**config.mk**
```make
export PLATFORM = sky130hd
export DESIGN_NAME = wdt_edge_top
export DESIGN_NICKNAME = d
export VERILOG_FILES = /design/src/rtl/wdt_edge_pkg.sv /design/src/rtl/wdt_edge_det.sv /design/src/rtl/wdt_edge_timer.sv /design/src/rtl/wdt_edge_flag.sv /design/src/rtl/wdt_edge_top.sv
export SDC_FILE = /design/constraint.sdc
export NUM_CORES = 1
export LEC_CHECK = 0
export CAP_MARGIN = 20
export CORE_MARGIN = 2
export CORE_UTILIZATION = 52
export DETAILED_ROUTE_END_ITERATION = 10
export PLACE_DENSITY = 0.68
export SLEW_MARGIN = 20
export SYNTH_ARGS = -nofsm -noshare
export SYNTH_HDL_FRONTEND = slang
export SYNTH_SLANG_ARGS = --single-unit
```
**constraint.sdc**
```tcl
create_clock -name clk -period 2.2 [get_ports clk]
set_input_delay 0.33 -clock clk [delete_from_list [all_inputs] [get_ports clk]]
set_output_delay 0.33 -clock clk [all_outputs]
set_load 0.01 [all_outputs]
```
**src/rtl/wdt_edge_pkg.sv**
```systemverilog
package wdt_edge_pkg;

    // Edge events seen on the service line in one clock cycle
    typedef struct packed {
        logic rise;
        logic fall;
    } svc_edge_t;

    // Timer condition
    typedef enum logic {
        WD_ARMED   = 1'b0,
        WD_TRIPPED = 1'b1
    } wd_state_e;

    // Bits needed to hold the values 0 .. limit
    function automatic int cnt_bits(input int limit);
        return (limit < 2) ? 1 : $clog2(limit + 1);
    endfunction

endpackage

```
**src/rtl/wdt_edge_det.sv**
```systemverilog
module wdt_edge_det
    import wdt_edge_pkg::*;
(
    input  logic      clk,
    input  logic      rst,
    input  logic      svc_i,
    output svc_edge_t edge_o
);

    logic svc_q;

    always_ff @(posedge clk) begin
        if (rst) svc_q <= 1'b0;
        else     svc_q <= svc_i;
    end

    // Compare the current level with the level registered one cycle earlier
    always_comb begin
        edge_o.rise = svc_i & ~svc_q;
        edge_o.fall = ~svc_i & svc_q;
    end

endmodule

```
**src/rtl/wdt_edge_timer.sv**
```systemverilog
module wdt_edge_timer
    import wdt_edge_pkg::*;
#(
    parameter int TWD_CYCLES = 80_000_000,
    parameter int CW         = cnt_bits(TWD_CYCLES)
) (
    input  logic          clk,
    input  logic          rst,
    input  svc_edge_t     edge_i,
    input  logic          en_i,
    input  logic          rst_active_i,
    output logic [CW-1:0] cnt_o,
    output logic          tripped_o
);

    localparam logic [CW-1:0] CNT_LAST = CW'(TWD_CYCLES - 1);
    localparam logic [CW-1:0] CNT_SAT  = CW'(TWD_CYCLES);

    logic [CW-1:0] cnt_q;
    wd_state_e     st_q;
    logic          hold;
    logic          clear;

    // Disabled or under reset: counter frozen at zero
    assign hold  = rst_active_i | ~en_i;
    assign clear = hold | edge_i.rise | edge_i.fall;

    always_ff @(posedge clk) begin
        if (rst) begin
            cnt_q <= '0;
            st_q  <= WD_ARMED;
        end else if (clear) begin
            cnt_q <= '0;
            st_q  <= WD_ARMED;
        end else if (st_q == WD_ARMED) begin
            if (cnt_q == CNT_LAST) begin
                cnt_q <= CNT_SAT;
                st_q  <= WD_TRIPPED;
            end else begin
                cnt_q <= cnt_q + 1'b1;
            end
        end
    end

    assign cnt_o     = cnt_q;
    assign tripped_o = (st_q == WD_TRIPPED);

endmodule

```
**src/rtl/wdt_edge_flag.sv**
```systemverilog
module wdt_edge_flag (
    input  logic tripped_i,
    input  logic supply_ok_i,
    output logic wd_n_o
);

    // Supply loss forces the flag at once; recovery releases it at once
    assign wd_n_o = supply_ok_i & ~tripped_i;

endmodule

```
**src/rtl/wdt_edge_top.sv**
```systemverilog
module wdt_edge_top
    import wdt_edge_pkg::*;
#(
    parameter int TWD_CYCLES = 80_000_000
) (
    input  logic clk,
    input  logic rst,
    input  logic svc_i,
    input  logic wd_en_i,
    input  logic supply_ok_i,
    input  logic rst_active_i,
    output logic wd_n_o
);

    localparam int CW = cnt_bits(TWD_CYCLES);

    svc_edge_t     edge_w;
    logic [CW-1:0] cnt_w;
    logic          tripped_w;

    wdt_edge_det u_det (
        .clk    (clk),
        .rst    (rst),
        .svc_i  (svc_i),
        .edge_o (edge_w)
    );

    wdt_edge_timer #(
        .TWD_CYCLES (TWD_CYCLES),
        .CW         (CW)
    ) u_timer (
        .clk          (clk),
        .rst          (rst),
        .edge_i       (edge_w),
        .en_i         (wd_en_i),
        .rst_active_i (rst_active_i),
        .cnt_o        (cnt_w),
        .tripped_o    (tripped_w)
    );

    wdt_edge_flag u_flag (
        .tripped_i   (tripped_w),
        .supply_ok_i (supply_ok_i),
        .wd_n_o      (wd_n_o)
    );

endmodule

```
* Yosys cells after proc, flatten, opt, wreduce, memory -nomap -nowiden *
Index checks and enable logic that the tools add are counted.

operators by class
  add/sub/neg operators = 1
  equality and inequality tests = 1
  multiplexer cells = 3
  bitwise operators = 10
  reductions and logical operators = 1

operators by type and width
  cell                   number
  $add 27x1->27 const B  1
  $eq 27x27->1 const B   1
  $mux 27                1
  $not 1->1              4
  $and 1x1->1            3
  $or 1x1->1             3
  $mux 1                 2
  $reduce_or 2->1        1

storage, ports and cells
  bits in registers = 29
  bits of input ports = 6
  output and inout port bits = 1
  word-level logic and storage cells = 19

* Depth between registers and ports, before layout *
  word-level depth = 5
  depth in mapped cells = 7
  depth with buffers taken out = 6

* Hierarchy *
A second synthesis with hierarchy kept.

second synthesis, totals
  cell total of the unflattened synthesis = 169
  area, all modules = 1,460.2 um^2

by module, submodules not included
  module          instances  cells an instance  area each (um^2)  sequential area each (um^2)
  wdt_edge_timer  1          164                1,407.6           560.5
  wdt_edge_det    1          4                  38.8              20.0
  wdt_edge_flag   1          1                  13.8              0.0

* Least setup slack after synthesis *
Ideal clock, no wire load.

  path kind = flip-flop to flip-flop
  start = register u_timer.cnt_q[0], in the netlist u_timer.cnt_o[0]
  end = register u_timer.cnt_q[26], in the netlist u_timer.cnt_o[26]
  setup time = 0.115 ns
  arrival = 1.482 ns
  data required time = 2.085 ns
  setup slack = 0.604 ns
  stages on the path, launching flop included = 7
  buffers on the path = 0
  clock period less this slack = 1.596 ns
  cells stage by stage = dfxtp_1 > ha_1 > nand3_1 > nor3_1 > and4_1 > a31oi_1 > o21a_1

on the way
  longest elaborated chain between the ends = 2
  elaborated cells on any way between the ends = 3
  those cells by class = add/sub (1); eq/ne (1); mux (1)

ends and longest elaborated chain
  element                                        line                                        source
  from (decl)                                    wdt_edge_timer.sv:19                        logic [CW-1:0] cnt_q;
  from (signal assigned)                         wdt_edge_timer.sv:40                        cnt_q <= cnt_q + 1'b1;
  $add 27x1->27 or $eq 27x27->1 (tied branches)  wdt_edge_timer.sv:40, wdt_edge_timer.sv:36
  $mux 27 (*)                                    wdt_edge_timer.sv:36                        if (cnt_q == CNT_LAST) begin

Mark *: on every way between the ends. The rest lies on a longest branch, timed or not.
A chain may end at the register's enable or synchronous reset.

* Final worst setup path *
  start = register u_timer.st_q, in the netlist u_timer.tripped_o
  end = output wd_n_o

on the way
  longest elaborated chain between the ends = 2

ends and longest elaborated chain
  element                 line                  source
  from (decl)             wdt_edge_timer.sv:20  wd_state_e st_q;
  from (signal assigned)  wdt_edge_timer.sv:31  st_q <= WD_ARMED;
  from (signal assigned)  wdt_edge_timer.sv:34  st_q <= WD_ARMED;
  from (signal assigned)  wdt_edge_timer.sv:38  st_q <= WD_TRIPPED;
  $not 1->1               n/a
  $and 1x1->1             wdt_edge_flag.sv:8    assign wd_n_o = supply_ok_i & ~tripped_i;
  to (decl)               wdt_edge_top.sv:12    output logic wd_n_o

No other way between the ends.

==> results.md <==
- Outcome: completed
- Syn-to-layout area delta: 9.866%
- Area of the mapped netlist: approximately 1500 um^2
- Flip-flop and latch count after synthesis: 29
- Count of pins on the block boundary: 7
- Largest stage delay on the critical path: between 800 and 900 ps
- Maximum number of pins on one net before global-route repair: 20
- Worst hold endpoint: u_timer.cnt_o[1]
- Largest buffer count on any clock path: 2
- Number of H-tree branching levels: 2
- Number of global-route vias before repair: approximately 1200
- Number of buffers inserted by post-CTS setup repair: 0
- Core area: roughly 2700 um^2
- Share of the cycle needed by the critical path after routing: about 94%
- Clk network pwr share: around 38%
- Net switching power: between 150 and 200 uW
- Portion of synthesized cell area occupied by the leading cell type: about two fifths
- Data required time of the critical path: about 1900 ps
- Type of the tightest min-delay check: reg -> reg
- Leftover overflow at the end of global routing: 0
- Element type at the critical path end: primary output
- Drt pass-1 iters: 4
- Weighted congestion reported at the end of routability-driven placement: between 0.7 and 0.8
- Hold path startpoint: u_timer.cnt_o[1]
- Quantity of gates resized following cts: 0
- Switching power share of the total: between 20% and 30%
- Number of nets with antenna violations after routing: 0
- Setup Skew: ~8.6 ps
- EDFF count, synth: 0
- Async set-reset flop share out of synthesis: 0%
- Number of antenna violations at the first check in global routing: 0
- DR DRC count: 0
- Wire length of the first global-routing pass: between 5 and 6 mm
- Cell at the root of the clock tree: clkbuf_4
- Final worst path period need: slightly above 2000 ps
- Area after DPL: 1589 um^2
- Starting density of the core: between 50% and 60%
- Largest vdd supply drop: 0.3565 mV
- Max-slew headroom at the worst pin: roughly 50%
- Post-synthesis instance total: approximately 170
- CP Class: reg -> out
- DP Wirelength: ~2.2 mm
- Clock slew at reported path FFs: around 90 ps
- Slowest cell on the critical path: dfxtp_1
- Avg Vias per Cell: 5.981
- Die footprint: about 3300 um^2
- Antenna Diode Count: 0
- Fraction of layout instances using a drive strength above 1: about 8.7%
- Highest net fanout along the worst path: 19
- Input/output buffers: 6
- Top area cells in the synthesized netlist: dfxtp_1 (39%), xor2_1 (6.4%), nor2_1 (6.0%)
- Sort of element at the start of the critical path: flip-flop
- # rows: 19
- Setup repair after global routing missed its margin: false
- Most repeated cell in the gate-level netlist after synthesis: dfxtp_1
- Total count of max-transition violations in the final report: 0
- Synth warn: 0
- Slew @ Worst Pin: roughly 740 ps
- Sum Neg Setup Slack: 0 ps
- Number of buffers created by CTS: 5
- Distinct cell type count of the synthesized netlist: 33
- Finish-stage setup viols: 0
- Combinational group share of total power: around 3%
- Count of nets after finishing: 190
- Post-route cell area: between 1500 and 2000 um^2
- R2R Setup Slk: approximately 270 ps
- GRT Total Usage: ~22%
- MaxCap Viol Count: 0
- Routed wirelength normalized by instance count: between 10 and 15 um
- Count of cells along the worst register-to-register path: 6
- Dominant synthesized flop cell: dfxtp_1
- Synth area leader: dfxtp_1
- Power density cells: 540.6 nW/um^2
- Synth top cells by count: dfxtp_1 (29), nor2_1 (24), nand3_1 (13), nand2_1 (12), xor2_1 (11)
- Startpoint of the worst register-to-register path: u_timer.cnt_o[0]
- Hold Fails Final Rpt: 0
- Count of vias placed by the detailed router: between 1000 and 1500
- Count of routing violations after the opening detailed-route iteration: 50
- Clk sink count: 29
- Number of buffers added to fix hold violations after cts: 0
- Arrival @ worst endpoint: about 1700 ps
- Post-synth net total: 180
- Fin util: between 60% and 70%
- Cell Chain, Critical Path: nor2b_1, clkdlybuf4s50_1
- Die Span X: ~58 um
- Sequential area share after synthesis: a little under 40%
- Terminus of the critical flop-to-flop path: u_timer.cnt_o[26]
- Total internal power: approximately 690 uW
- Share of power burned in registers: about three fifths
- Y dimension of the die: 57.65 um
- Leakage component of the power: between 0.5 and 0.6 nW
- Clock latency of the later-clocked register in the worst-skew pair: 340 ps
- Max frequency: slightly below 500 MHz
- Mean cell area of the mapped netlist: between 8 and 9 um^2
- Clock tree from TritonCTS: yes
- WL final: approximately 3.1 mm
- Min-Delay Path Depth: 2
==> worst max path at each step <==
stage,endpoint,from,cells after the start
5_1_grt,wd_n_o,u_timer.tripped_o,2
6_report,wd_n_o,u_timer.tripped_o,2
3_5_place_dp,u_timer.cnt_o[26],u_timer.cnt_o[0],6
2_1_floorplan,u_timer.cnt_o[26],u_timer.cnt_o[0],6
3_3_place_gp,u_timer.cnt_o[26],u_timer.cnt_o[0],6
4_1_cts,wd_n_o,u_timer.tripped_o,2
==> cell type report <==
cell class | count | area (um^2)
Clock buffer | 7 | 55.05
Fill cell | 264 | 1090
Inverter | 4 | 15.01
Multi-Input combinational cell | 134 | 872.1
Sequential cell | 29 | 580.6
Tap cell | 31 | 38.79
Timing Repair Buffer | 9 | 82.58
==> metal layers <==
metal | share of wire [%] | GRT usage, % | wire length [um]
met5 | 0 | 0 | 0
met3 | 5.7 | 5.580 | 179
met2 | 44 | 32.95 | 1386
met1 | 47 | 28.07 | 1473
met4 | 3.2 | 12.96 | 102
==> stage by stage <==
step / worst slack, ps / cells / hold WS (ps) / power, mW
final: 127.6 / 214 / 486.3 / 0.8889
after global routing: 49.67 / 214 / 507.2 / 0.9153
after CTS: 103.1 / 214 / 486.5 / 0.8956
after detailed placement: 332.0 / 207 / 472.6 / 0.5663
after global placement: 384.6 / 207 / 470.2 / 0.5654
after floorplan: 603.6 / 173 / 401.6 / 0.5516
==> worst max-delay path, delay by kind of cell, from the launching register on <==
kind,cells,cell delay (ps)
and+or+nand+nor,1,100
buffers and inverters,1,500
DFF,1,810
==> power by group through the flow <==
stage	clock network (mW)	registers [mW]	logic (mW)
global route	0.359	0.528	0.0287
finish	0.335	0.527	0.0262
floorplan	0	0.539	0.0123
detailed placement	0	0.540	0.0268
global placement	0	0.539	0.0260
CTS	0.342	0.527	0.0268
==> state kept, by name, indices dropped and copies added (netlist names) <==
signal,cells
u_timer.tripped_o,1
u_det.svc_q,1
u_timer.cnt_o,27
==> logic make-up after synthesis <==
group | after synthesis | synth area share, %
AND/OR/NAND/NOR | 90 | 36.54
flip-flops | 29 | 38.80
AO/OA/AOI/OAI | 25 | 10.37
XOR/XNOR | 18 | 10.54
buffers and inverters | 10 | 2.926
adder cells (fa/ha/maj) | 1 | 0.8360
==> layout by cell type (no fill, tap or decap) <==
| master | synthesis | layout |
|---|---|---|
| and3_1 | 3 | 3 |
| nand4b_1 | 2 | 2 |
| nor3_2 | 1 | 1 |
| and2_1 | 2 | 2 |
| a32oi_1 | 1 | 1 |
| nor2b_1 | 5 | 5 |
| nand2_1 | 12 | 12 |
| o21a_1 | 6 | 6 |
| a311oi_1 | 1 | 1 |
| nand4b_2 | 1 | 1 |
| nor3_1 | 3 | 3 |
| nor3b_1 | 1 | 1 |
| nor2_1 | 24 | 24 |
| buf_4 | 0 | 3 |
| nand4_4 | 1 | 1 |
| xor2_1 | 11 | 11 |
| clkdlybuf4s50_1 | 0 | 6 |
| and4bb_2 | 1 | 1 |
| nand4bb_1 | 1 | 1 |
| a21oi_1 | 10 | 10 |
| nand3_2 | 1 | 1 |
| clkbuf_1 | 0 | 1 |
| nand2b_1 | 1 | 1 |
| nand4_1 | 7 | 7 |
| nor4_1 | 3 | 3 |
| xnor2_1 | 7 | 7 |
| and4_1 | 6 | 6 |
| clkbuf_4 | 0 | 5 |
| nor4_4 | 2 | 2 |
| nand3_1 | 13 | 13 |
| ha_1 | 1 | 1 |
| inv_1 | 4 | 4 |
| o21ai_0 | 1 | 1 |
| dfxtp_1 | 29 | 29 |
| clkbuf_8 | 0 | 1 |
| a31oi_1 | 6 | 6 |
Note: power is estimated with default switching activity, not from simulation.
